==> src/rtl/alloc_pkg.sv <==
package alloc_pkg;

    localparam int ENTRY_W   = 68;
    localparam int MAC_W     = 48;
    localparam int VID_W     = 12;
    localparam int MAC_BYTES = MAC_W / 8;
    localparam int BYTE0_LO  = 40;
    localparam int VID_LO    = 48;
    localparam int TYPE_LO   = 60;
    localparam int UCT_LO    = 62;
    localparam int MCAST_BIT = 40;

    typedef enum logic [1:0] {
        ETYPE_FREE  = 2'd0,
        ETYPE_ADDR  = 2'd1,
        ETYPE_VLAN  = 2'd2,
        ETYPE_VADDR = 2'd3
    } etype_e;

    typedef enum logic [1:0] {
        STAT_OK       = 2'd0,
        STAT_FULL     = 2'd1,
        STAT_NOTFOUND = 2'd2
    } status_e;

    typedef enum logic [2:0] {
        PH_IDLE,
        PH_MATCH,
        PH_FREE,
        PH_EVICT,
        PH_DONE
    } phase_e;

    typedef struct packed {
        logic               del;
        logic [MAC_W-1:0]   mac;
        logic [VID_W-1:0]   vid;
        logic               vlan_en;
        logic [ENTRY_W-1:0] image;
    } req_t;

    function automatic logic [1:0] entry_type(input logic [ENTRY_W-1:0] e);
        return e[TYPE_LO +: 2];
    endfunction

    function automatic logic type_has_addr(input logic [1:0] t);
        return (t == ETYPE_ADDR) || (t == ETYPE_VADDR);
    endfunction

    function automatic logic [VID_W-1:0] lookup_vid(input req_t r);
        return r.vlan_en ? r.vid : '0;
    endfunction

endpackage

==> src/rtl/alloc_slot_eval.sv <==
module alloc_slot_eval
    import alloc_pkg::*;
(
    input  logic [ENTRY_W-1:0] entry,
    input  logic [MAC_W-1:0]   mac,
    input  logic [VID_W-1:0]   vid,
    output logic               is_match,
    output logic               is_free,
    output logic               is_evict
);

    logic [MAC_BYTES-1:0] byte_eq;
    logic [1:0]           etype;
    logic [1:0]           ucast;
    logic                 addr_kind;
    logic [3:0]           unused_hi;

    assign unused_hi = entry[ENTRY_W-1 -: 4];

    for (genvar b = 0; b < MAC_BYTES; b++) begin : g_byte
        localparam int LO = BYTE0_LO - 8 * b;
        assign byte_eq[b] = (entry[LO +: 8] == mac[LO +: 8]);
    end

    assign etype     = entry_type(entry);
    assign ucast     = entry[UCT_LO +: 2];
    assign addr_kind = type_has_addr(etype);

    assign is_match = addr_kind && (entry[VID_LO +: VID_W] == vid) && (&byte_eq);
    assign is_free  = (etype == ETYPE_FREE);
    assign is_evict = addr_kind && !entry[MCAST_BIT]
                      && (ucast != 2'd0) && (ucast != 2'd2);

endmodule

==> src/rtl/alloc_entry_fmt.sv <==
module alloc_entry_fmt
    import alloc_pkg::*;
(
    input  req_t               req,
    output logic [ENTRY_W-1:0] wr_data
);

    always_comb begin
        if (req.del) begin
            wr_data = '0;
        end else begin
            wr_data                   = req.image;
            wr_data[TYPE_LO +: 2]     = req.vlan_en ? ETYPE_VADDR : ETYPE_ADDR;
            wr_data[VID_LO +: VID_W]  = lookup_vid(req);
            wr_data[MAC_W-1:0]        = req.mac;
        end
    end

endmodule

==> src/rtl/alloc_scan_ctrl.sv <==
module alloc_scan_ctrl
    import alloc_pkg::*;
#(
    parameter int DEPTH = 16,
    parameter int IDX_W = $clog2(DEPTH)
) (
    input  logic             clk,
    input  logic             rst,
    input  logic             req_valid,
    input  logic             op_del,
    input  logic             is_match,
    input  logic             is_free,
    input  logic             is_evict,
    output logic             ready,
    output logic             accept,
    output logic [IDX_W-1:0] scan_idx,
    output logic             done,
    output logic [IDX_W-1:0] res_idx,
    output logic [1:0]       res_status,
    output logic             wr_en
);

    localparam logic [IDX_W-1:0] LAST_IDX = IDX_W'(DEPTH - 1);

    phase_e           phase_q;
    logic [IDX_W-1:0] scan_q;
    logic [IDX_W-1:0] hit_q;
    status_e          stat_q;
    logic             at_last;

    assign at_last = (scan_q == LAST_IDX);
    assign ready   = (phase_q == PH_IDLE);
    assign accept  = ready && req_valid;

    always_ff @(posedge clk) begin
        if (rst) begin
            phase_q <= PH_IDLE;
            scan_q  <= '0;
            hit_q   <= '0;
            stat_q  <= STAT_OK;
        end else begin
            case (phase_q)
                PH_IDLE: begin
                    if (req_valid) begin
                        phase_q <= PH_MATCH;
                        scan_q  <= '0;
                    end
                end
                PH_MATCH: begin
                    if (is_match) begin
                        hit_q   <= scan_q;
                        stat_q  <= STAT_OK;
                        phase_q <= PH_DONE;
                    end else if (at_last) begin
                        scan_q <= '0;
                        if (op_del) begin
                            hit_q   <= '0;
                            stat_q  <= STAT_NOTFOUND;
                            phase_q <= PH_DONE;
                        end else begin
                            phase_q <= PH_FREE;
                        end
                    end else begin
                        scan_q <= scan_q + 1'b1;
                    end
                end
                PH_FREE: begin
                    if (is_free) begin
                        hit_q   <= scan_q;
                        stat_q  <= STAT_OK;
                        phase_q <= PH_DONE;
                    end else if (at_last) begin
                        scan_q  <= '0;
                        phase_q <= PH_EVICT;
                    end else begin
                        scan_q <= scan_q + 1'b1;
                    end
                end
                PH_EVICT: begin
                    if (is_evict) begin
                        hit_q   <= scan_q;
                        stat_q  <= STAT_OK;
                        phase_q <= PH_DONE;
                    end else if (at_last) begin
                        scan_q  <= '0;
                        hit_q   <= '0;
                        stat_q  <= STAT_FULL;
                        phase_q <= PH_DONE;
                    end else begin
                        scan_q <= scan_q + 1'b1;
                    end
                end
                default: begin
                    phase_q <= PH_IDLE;
                    scan_q  <= '0;
                end
            endcase
        end
    end

    assign scan_idx   = scan_q;
    assign done       = (phase_q == PH_DONE);
    assign res_idx    = hit_q;
    assign res_status = stat_q;
    assign wr_en      = done && (stat_q == STAT_OK);

endmodule

==> src/rtl/alloc_search_engine.sv <==
module alloc_search_engine
    import alloc_pkg::*;
#(
    parameter int DEPTH = 16,
    parameter int IDX_W = $clog2(DEPTH)
) (
    input  logic               clk,
    input  logic               rst,
    input  logic               req_valid,
    output logic               req_ready,
    input  logic               req_op,
    input  logic [MAC_W-1:0]   req_mac,
    input  logic [VID_W-1:0]   req_vlan,
    input  logic               req_vlan_en,
    input  logic [ENTRY_W-1:0] req_image,
    output logic               done,
    output logic [IDX_W-1:0]   done_idx,
    output logic [1:0]         done_status,
    output logic [IDX_W-1:0]   tbl_rd_idx,
    input  logic [ENTRY_W-1:0] tbl_rd_data,
    output logic               tbl_wr_en,
    output logic [IDX_W-1:0]   tbl_wr_idx,
    output logic [ENTRY_W-1:0] tbl_wr_data
);

    req_t req_q;
    logic accept;
    logic hit_match, hit_free, hit_evict;

    always_ff @(posedge clk) begin
        if (rst) begin
            req_q <= '0;
        end else if (accept) begin
            req_q.del     <= req_op;
            req_q.mac     <= req_mac;
            req_q.vid     <= req_vlan;
            req_q.vlan_en <= req_vlan_en;
            req_q.image   <= req_image;
        end
    end

    alloc_slot_eval u_eval (
        .entry    (tbl_rd_data),
        .mac      (req_q.mac),
        .vid      (lookup_vid(req_q)),
        .is_match (hit_match),
        .is_free  (hit_free),
        .is_evict (hit_evict)
    );

    alloc_scan_ctrl #(.DEPTH(DEPTH), .IDX_W(IDX_W)) u_ctrl (
        .clk        (clk),
        .rst        (rst),
        .req_valid  (req_valid),
        .op_del     (req_q.del),
        .is_match   (hit_match),
        .is_free    (hit_free),
        .is_evict   (hit_evict),
        .ready      (req_ready),
        .accept     (accept),
        .scan_idx   (tbl_rd_idx),
        .done       (done),
        .res_idx    (done_idx),
        .res_status (done_status),
        .wr_en      (tbl_wr_en)
    );

    alloc_entry_fmt u_fmt (
        .req     (req_q),
        .wr_data (tbl_wr_data)
    );

    assign tbl_wr_idx = done_idx;

endmodule

==> config.mk <==
export PLATFORM = sky130hd
export DESIGN_NAME = alloc_search_engine
export DESIGN_NICKNAME = d
export VERILOG_FILES = /design/src/rtl/alloc_pkg.sv /design/src/rtl/alloc_slot_eval.sv /design/src/rtl/alloc_entry_fmt.sv /design/src/rtl/alloc_scan_ctrl.sv /design/src/rtl/alloc_search_engine.sv
export SDC_FILE = /design/constraint.sdc
export NUM_CORES = 1
export LEC_CHECK = 0
export BUFFER_PORTS_ARGS = -buffer_cell sky130_fd_sc_hd__buf_2
export CORE_MARGIN = 5
export CORE_UTILIZATION = 47
export CTS_CLUSTER_DIAMETER = 100
export DETAILED_ROUTE_END_ITERATION = 8
export HOLD_SLACK_MARGIN = 0.06
export PLACE_DENSITY_LB_ADDON = 0.25
export RECOVER_POWER = 50
export SYNTH_ARGS = -nofsm -noshare
export SYNTH_HDL_FRONTEND = slang
export SYNTH_SLANG_ARGS = --single-unit
==> constraint.sdc <==
create_clock -name clk -period 7.7 [get_ports clk]
set_input_delay 0.385 -clock clk [delete_from_list [all_inputs] [get_ports clk]]
set_output_delay 0.385 -clock clk [all_outputs]
set_load 0.1 [all_outputs]
==> impl_metrics.py <==
metrics = {
    "outcome": {
        "status": "complete, but fails checks",
        "violations": "capacitance limit, slew limit",
    },
    "critical_path": {
        "timing.rr.end": "req_q[111]",
        "critPathMaxFanout": 58,
        "critPathCaptureType": "output port",
        "rr_worst_depth": 5,
        "arrival_ns": 3.33,
        "critPathKind": "reg2out",
        "r2r_start": "u_ctrl.phase_q[1]",
        "start_kind": "flip-flop",
        "cp.required_ns": 7.32,
        "reg2reg_slack_ns": 4.56,
    },
    "grt": {
        "antenna_found_initial": 0,
        "grt_pass1_wl_mm": 24.30,
        "grt_max_degree": 87,
        "first_global_vias": 5026,
        "track_usage": 0.2570,
        "gr-total-overflow": 0,
    },
    "clock_tree": {
        "cts_buffers": 9,
        "cts_tree": "built",
        "cts_resized": 0,
        "clk_pin_slew_ns": 0.08,
        "clock_latency_ns": 0.35,
        "postCtsHoldBufs": 0,
        "cts_setup_buffers": 0,
        "ctsLongestPathBuffers": 2,
        "cts_root_buffer": "clkbuf_8",
        "cts.sinks": 81,
        "h-tree-depth": 3,
    },
    "pwr": {
        "power.share.combinational": 0.344,
        "p_leak_nw": 2.568,
        "p_int_uw": 718.9,
        "swShare": 0.4126,
        "power.density_nw_per_um2": 206.4,
        "ir_drop_mv": 0.1347,
        "switchingPower_uw": 504.9,
        "power_frac_seq": 0.396,
        "clkPwrFrac": 0.260,
    },
    "logic_synthesis": {
        "yosysWarnings": 0,
        "avgSynthCellArea_um2": 7.395,
        "synth_edf_count": 0,
        "synth-seq-cells": 81,
        "ys_types": 58,
        "syn-num-nets": 838,
        "synth_ff_type": "dfxtp_1",
        "ys_seq_area_frac": 0.3448,
        "syn-instance-count": 636,
        "synthesis.area_um2": 4703,
        "async_flop_share": 0,
    },
    "detailed_routing": {
        "vias": 5100,
        "drcViolationCount": 0,
        "finalWirelength_mm": 15.77,
        "dr.pass1.iters": 5,
        "drt_iter0_markers": 382,
        "drt-vias-per-instance": 5.290,
        "routedWlPerCell_um": 16.36,
        "detail-route-antenna-nets": 0,
    },
    "floorplan": {
        "core-area_um2": 9774,
        "die_h_um": 110.0,
        "start_util": 0.4812,
        "num_rows": 36,
        "die_area_um2": 12110,
        "die_width_um": 110.0,
        "io_pins": 286,
    },
    "layout": {
        "diodes": 0,
        "area_growth_pct": 26.04,
        "layout_common_cells": "buf_2 (170), nand2_1 (149), dfxtp_1 (81)",
        "final_common_cell": "buf_2",
        "layout-drive-gt1-share": 0.2383,
        "fin_nets": 1029,
    },
    "timing": {
        "whs_ns": 0.2619,
        "tns_ns": 0,
        "fin_crit_ns": 3.712,
        "worst_pin_slew_ns": 2.070,
        "maxSlewViolCount": 92,
        "finalCritPeriodShare": 0.4821,
        "max_freq_ghz": 0.2694,
        "finalSetupViolCount": 0,
        "hold_violations": 0,
        "slew-limit-headroom": -0.3817,
        "rsz0062_at_grt": "no",
        "clock_skew_ns": 0.007126,
    },
    "placement": {
        "dp_hpwl_mm": 12.12,
        "portBuffers": 218,
        "finalWeightedCongestion": 0.9437,
    },
    "job": {
        "drv_cap": 2,
    },
    "worst_hold_path": {
        "min_from": "req_mac[46]",
        "hold_end": "req_q[127]",
        "min_path_cells": 3,
        "hold_path.class": "in2reg",
    },
}
cells by family after synthesis:
group | Yosys count | synth area share
muxes | 8 | 0.01809
adders and majority gates | 1 | 0.002660
xor gates and xnor gates | 38 | 0.07236
buffers and inverters | 52 | 0.04655
AOI/OAI and AO/OA | 112 | 0.1410
DFF | 81 | 0.3448
and+or+nand+nor | 344 | 0.3746
power groups by stage:
stage / registers (mW) / clock network (mW) / logic, mW
2_1_floorplan: 0.485 / 0 / 0.325
3_3_place_gp: 0.492 / 0 / 0.419
3_5_place_dp: 0.494 / 0 / 0.423
4_1_cts: 0.484 / 0.326 / 0.425
5_1_grt: 0.489 / 0.349 / 0.448
6_report: 0.484 / 0.319 / 0.421
critical path, cell delays in order (launching register included):
cell and delay, ns:
dfxtp_1 1.71, nor2b_1 0.56, and2_1 0.36, buf_2 0.29
stage by stage:
step                  util  area (µm²)  cells  total power, mW  setup slack [ns]
floorplan                -        4703    636           0.8102             3.469
global route        0.6065        5928    964            1.286             3.663
global placement    0.5945        5811    949           0.9111             4.811
finish              0.6065        5928    964            1.224             3.988
detailed placement  0.5945        5811    949           0.9173             4.776
CTS                 0.6144        6006    964            1.235             4.854
sequential cells by signal, summed over array words and instances (netlist names):
name               flops
u_ctrl.res_idx         4
u_ctrl.scan_idx        4
u_ctrl.phase_q         3
u_ctrl.res_status      2
req_q                 68
cells in the mapped netlist (2+ instances only):
cell type  number  share of area
nand2b_1       32          0.043
a21oi_1        73          0.078
clkbuf_1       33          0.026
nor4_1          6         0.0080
nor4b_1         2         0.0037
dfxtp_1        81           0.34
nor2_1         26          0.021
nand4_1        20          0.027
mux2i_1         7          0.015
o21ai_0         7         0.0074
o22ai_1         6         0.0080
and4_1          3         0.0056
a22oi_1         2         0.0032
inv_1          11         0.0088
nor3_1          3         0.0032
or4_1           3         0.0048
o211ai_1        4         0.0064
xnor2_1        32          0.060
buf_4           4         0.0064
and3_1          2         0.0027
buf_1           2         0.0016
nand3b_1        3         0.0048
a221o_1         2         0.0043
o2111ai_1       2         0.0037
xor2_1          5         0.0093
nand2_1       150           0.12
nor2b_1        55          0.073
or2_2           3         0.0040
nand3_1        11          0.012
and2_1         16          0.021
a22o_1          3         0.0056
per-layer routing:
layer	global-route usage	wire, µm	vias up
li1	-	-	2514
met1	0.3209	6466	2327
met2	0.4168	7354	228
met3	0.07571	1515	31
met4	0.09973	437	0
met5	0	0	-
how the worst max path moves through the flow:
| stage | startpoint | endpoint | slack [ns] | depth (start not counted) |
|---|---|---|---|---|
| finish | req_q[129] | tbl_wr_data[53] | 3.99 | 3 |
| global route | req_q[129] | tbl_wr_data[48] | 3.66 | 3 |
| CTS | req_q[129] | tbl_wr_data[48] | 4.85 | 3 |
| detailed placement | tbl_rd_data[26] | u_ctrl.res_status[0] | 4.78 | 8 |
| global placement | tbl_rd_data[26] | u_ctrl.res_status[0] | 4.81 | 8 |
| floorplan | u_ctrl.phase_q[0] | tbl_wr_en | 3.47 | 4 |
final cells by class:
| class | count | area [µm²] |
|---|---|---|
| Inverter | 11 | 41.29 |
| Fill cell | 983 | 3846 |
| Tap cell | 133 | 166.4 |
| Clock inverter | 3 | 40.04 |
| Sequential cell | 81 | 1622 |
| Clock buffer | 12 | 155.1 |
| Timing Repair Buffer | 221 | 1054 |
| Multi-Input combinational cell | 503 | 2850 |
No activity file was read; power rests on OpenSTA's default activity.
